## src/rtl/pattern_lock_pkg.sv

```systemverilog
package pattern_lock_pkg;

    localparam int STATE_W = 3;

    typedef enum logic [STATE_W-1:0] {
        ST_NONE  = 3'b000,
        ST_ONE   = 3'b001,
        ST_TWO   = 3'b010,
        ST_THREE = 3'b011,
        ST_FULL  = 3'b100
    } lock_state_t;

    typedef struct packed {
        lock_state_t st;
    } lock_regs_t;

endpackage

```

## src/rtl/pattern_lock_btn.sv

```systemverilog
module pattern_lock_btn (
    input  logic b0_i,
    input  logic b1_i,
    output logic press_o,
    output logic bit_o
);
    // exactly one pulse counts as a press; both or none is ignored
    always_comb begin
        press_o = b0_i ^ b1_i;
        bit_o   = b1_i;
    end
endmodule

```

## src/rtl/pattern_lock_next.sv

```systemverilog
module pattern_lock_next
    import pattern_lock_pkg::*;
(
    input  lock_state_t cur_i,
    input  logic        press_i,
    input  logic        bit_i,
    output lock_state_t nxt_o
);
    always_comb begin
        nxt_o = cur_i;
        if (press_i) begin
            unique case (cur_i)
                ST_NONE:  nxt_o = bit_i ? ST_NONE  : ST_ONE;
                ST_ONE:   nxt_o = bit_i ? ST_TWO   : ST_ONE;
                ST_TWO:   nxt_o = bit_i ? ST_THREE : ST_ONE;
                ST_THREE: nxt_o = bit_i ? ST_NONE  : ST_FULL;
                ST_FULL:  nxt_o = bit_i ? ST_TWO   : ST_ONE;
                default:  nxt_o = bit_i ? ST_NONE  : ST_ONE;
            endcase
        end
    end
endmodule

```

## src/rtl/pattern_lock_out.sv

```systemverilog
module pattern_lock_out
    import pattern_lock_pkg::*;
(
    input  lock_state_t st_i,
    input  logic        rst_i,
    output logic        unlock_o
);
    always_comb begin
        unlock_o = (st_i == ST_FULL) && !rst_i;
    end
endmodule

```

## src/rtl/pattern_lock.sv

```systemverilog
module pattern_lock
    import pattern_lock_pkg::*;
(
    input  logic clk,
    input  logic rst,
    input  logic btn0_pulse,
    input  logic btn1_pulse,
    output logic unlock
);
    lock_regs_t  regs_d, regs_q;
    logic        press, press_bit;
    lock_state_t st_next;

    pattern_lock_btn u_btn (
        .b0_i    (btn0_pulse),
        .b1_i    (btn1_pulse),
        .press_o (press),
        .bit_o   (press_bit)
    );

    pattern_lock_next u_next (
        .cur_i   (regs_q.st),
        .press_i (press),
        .bit_i   (press_bit),
        .nxt_o   (st_next)
    );

    always_comb begin
        regs_d    = regs_q;
        regs_d.st = st_next;
        if (rst) begin
            regs_d.st = ST_NONE;
        end
    end

    always_ff @(posedge clk) begin
        regs_q <= regs_d;
    end

    pattern_lock_out u_out (
        .st_i     (regs_q.st),
        .rst_i    (rst),
        .unlock_o (unlock)
    );
endmodule

```

## config.mk

```make
export PLATFORM = sky130hd
export DESIGN_NAME = pattern_lock
export DESIGN_NICKNAME = d
export VERILOG_FILES = /design/src/rtl/pattern_lock_pkg.sv /design/src/rtl/pattern_lock_btn.sv /design/src/rtl/pattern_lock_next.sv /design/src/rtl/pattern_lock_out.sv /design/src/rtl/pattern_lock.sv
export SDC_FILE = /design/constraint.sdc
export NUM_CORES = 1
export LEC_CHECK = 0
export BUFFER_PORTS_ARGS = -buffer_cell sky130_fd_sc_hd__buf_2
export CORE_AREA = 8 8 45 47
export DETAILED_ROUTE_END_ITERATION = 10
export DIE_AREA = 0 0 53 55
export PLACE_DENSITY_LB_ADDON = 0.15
export SYNTH_ARGS = -nofsm -noshare
export SYNTH_HDL_FRONTEND = slang
export SYNTH_HIERARCHICAL = 1
export SYNTH_SLANG_ARGS = --single-unit
export TNS_END_PERCENT = 20
```

## constraint.sdc

```tcl
create_clock -name clk -period 3.15 [get_ports clk]
set_input_delay 0.63 -clock clk [delete_from_list [all_inputs] [get_ports clk]]
set_output_delay 0.63 -clock clk [all_outputs]
set_load 0.03 [all_outputs]
```

==> impl_metrics.csv <==
group,metric,value,unit
status,outcome,"complete, no violations",
critical_path,path_max_fanout,4,
floorplan,start_util,14.8,%
logic_synthesis,yosys.area_share.simple,32.3,%
logic_synthesis,synthXorXnorAreaFrac,4.27,%
clocking,cts_tree,"built",
floorplan,core,1380,sq um
placed_design,port_buffers,4,
floorplan,die-area,2920,sq um
critical_path,crit_path_end_kind,"output port",
placed_design,hpwl,338,microns
detailed_routing,drtAntennaViolNets,0,
detailed_routing,via_per_inst,3.93,
logic_synthesis,ys_types,15,
power_and_ir_drop,power_leakage,0.108,nW
critical_path,ff2ff_setup_slack,2.02,ns
cells_and_area,drive_gt1_share,31.0,%
global_routing,grt_max_degree,7,
global_routing,grt_pass1_wl,683,microns
detailed_routing,num_vias,177,
sta,finClkSkew,0.00127,ns
min_path,min-delay-path-class,"in -> reg",
logic_synthesis,muxShareOfSynthArea,10.4,%
sta,final_hold_viol_count,0,
cells_and_area,largest-register,"regs_q",
min_path,min_from,"rst",
clocking,clk_latency,0.23,ns
placed_design,dp.cells,41,
logic_synthesis,ys_warn_count,6,
sta,rsz0062_at_grt,"no",
critical_path,crit_type,"in -> out",
critical_path,r2r_cells,4,
cells_and_area,final_cell_mix,"5 x nor2b_1, 4 x buf_2, 3 x clkbuf_4, 3 x dfxtp_1, 2 x inv_1",
global_routing,antenna_found_initial,0,
placed_design,gp_congestion,0.582,
clocking,htreeDepth,1,
logic_synthesis,syn-num-nets,26,
clocking,cts_buffers,3,
global_routing,gr-total-overflow,0,
min_path,min_to,"regs_q[1]",
floorplan,rows,14,
detailed_routing,drc,0,
sta,relSlewSlack,77.0,%
sta,min_period,1.81,ns
cells_and_area,num-fill-cells,159,
sta,final_max_slew_viol_count,0,
floorplan,die_w,53,microns
cells_and_area,largest_reg_flops,3,
critical_path,cpPeakStageDelay,0.23,ns
critical_path,timing.rr.end,"regs_q[1]",
cells_and_area,insertedDiodeCount,0,
cells_and_area,layout_commonest_cell,"nor2b_1",
global_routing,grt_pass1_vias,183,
critical_path,worstPathRequired,2.52,ns
detailed_routing,routed_wl,410,microns
sta,finalSetupViolCount,0,
detailed_routing,drtIter0Drc,0,
min_path,min_path_cells,2,
clocking,hold_buffers,0,
cells_and_area,syn_to_final_growth,28.7,%
power_and_ir_drop,irDropWorstVdd,0.000115,V
logic_synthesis,synth_compound_area_share,16.5,%
critical_path,path_cells,"buf_2 -> nor4b_2 -> buf_2",
clocking,cts_root_buf,"clkbuf_4",
flow_run,drv_cap,0,
sta,fmaxAchievable,553,MHz
clocking,cts_sinks,3,
cells_and_area,instances_no_fill,45,
critical_path,startpoint_type,"primary input",
logic_synthesis,syn-mean-instance-area,9.33,sq um
cells_and_area,largestRegisters,"regs_q x3",
sta,worstMarginPinSlew,0.344,ns
detailed_routing,dr.pass1.iters,1,
logic_synthesis,synth_seq_cells,3,
critical_path,startpoint,"rst",
clocking,post_cts_buffers,0,
cells_and_area,nets,34,
floorplan,ios,5,
power_and_ir_drop,power.density,467,nW/um^2
logic_synthesis,syn_area,205,sq um
logic_synthesis,synth-seq-area-share,29.3,%
logic_synthesis,synthAdderAreaFrac,0,%
detailed_routing,routedWlPerCell,9.11,microns
clocking,clk_pin_slew_worst_paths,0.03,ns
clocking,cts_resized,0,
clocking,cts_buffer_depth,2,
logic_synthesis,synth_top_family_by_area,"simple AND/OR/NAND/NOR gates",
floorplan,die_h,55,microns
sta,fin_setup_tns,0,ns
critical_path,reg2reg_from,"regs_q[1]",
sta,fin_crit_sh,57.4,%
critical_path,path_common_cell,"buf_2",
critical_path,slowest_stage,"buf_2",
logic_synthesis,synthCells,22,
critical_path,crit_arrival,1.18,ns
global_routing,grt.total_usage,3.22,%
-- worst max path at each step --
stage / end / slack, ns / cells after the start
2_1_floorplan: unlock / 1.28 / 1
6_report: unlock / 1.34 / 3
3_5_place_dp: unlock / 1.33 / 3
5_1_grt: unlock / 1.30 / 3
3_3_place_gp: unlock / 1.35 / 3
4_1_cts: unlock / 1.33 / 3
-- through the flow --
stage / setup WS, ns / instance area (sq um) / total power (W) / utilization [%] / hold slack [ns]
floorplan: 1.28 / 205 / 0.0000538 / - / 0.602
global placement: 1.35 / 238 / 0.0000577 / 17.2 / 0.656
detailed placement: 1.33 / 238 / 0.0000581 / 17.2 / 0.655
CTS: 1.33 / 264 / 0.000127 / 19.1 / 0.615
global route: 1.30 / 264 / 0.000134 / 19.1 / 0.626
finish: 1.34 / 264 / 0.000123 / 19.1 / 0.621
-- final cells by class --
class	instances	area [sq um]	share of cell area, %
Tap cell	16	20.0	7.58
Timing Repair Buffer	4	20.0	7.58
Inverter	2	7.51	2.84
Multi-Input combinational cell	16	130	49.3
Sequential cell	3	60.1	22.7
Clock buffer	4	26.3	9.95
-- where the power goes --
group	switching (W)	internal [W]	leakage, nW
logic	0.00000696	0.00000774	0.0683
registers	0.00000258	0.0000400	0.0244
clock network	0.0000186	0.0000474	0.0150
total	0.0000281	0.0000951	0.108
-- per-layer routing --
| metal | wire, microns | GRT usage [%] |
|---|---|---|
| met1 | 211 | 3.63 |
| met2 | 197 | 4.49 |
| met3 | 2 | 0.802 |
| met4 | 0 | 3.88 |
| met5 | 0 | 0 |
-- worst max-delay path: cells and delay by family --
kind | cells | cell delay, ns
buffers and inverters | 2 | 0.36
and+or+nand+nor | 1 | 0.19
-- synthesized netlist by cell type (all sizes together) --
library cell  instances  area share, %
dfxtp                 3             29
o21ai                 1            2.4
inv                   2            3.7
o21a                  1            3.7
nor4b                 1            7.3
and4bb                1            6.1
mux2i                 1            4.9
mux2                  1            5.5
buf                   1            3.7
xor2                  1            4.3
nor2b                 5             15
and2b                 1            3.7
a21oi                 1            2.4
o31ai                 1            3.7
a41oi                 1            4.3
-- kinds of logic (layout without fill, tap and decap cells) --
| group | after synthesis | after routing |
|---|---|---|
| compound gates | 5 | 5 |
| simple gates | 8 | 8 |
| xor+xnor | 1 | 1 |
| mux | 2 | 2 |
| buf+inv | 3 | 10 |
| flops | 3 | 3 |
No activity file was read; power rests on OpenSTA's default activity.
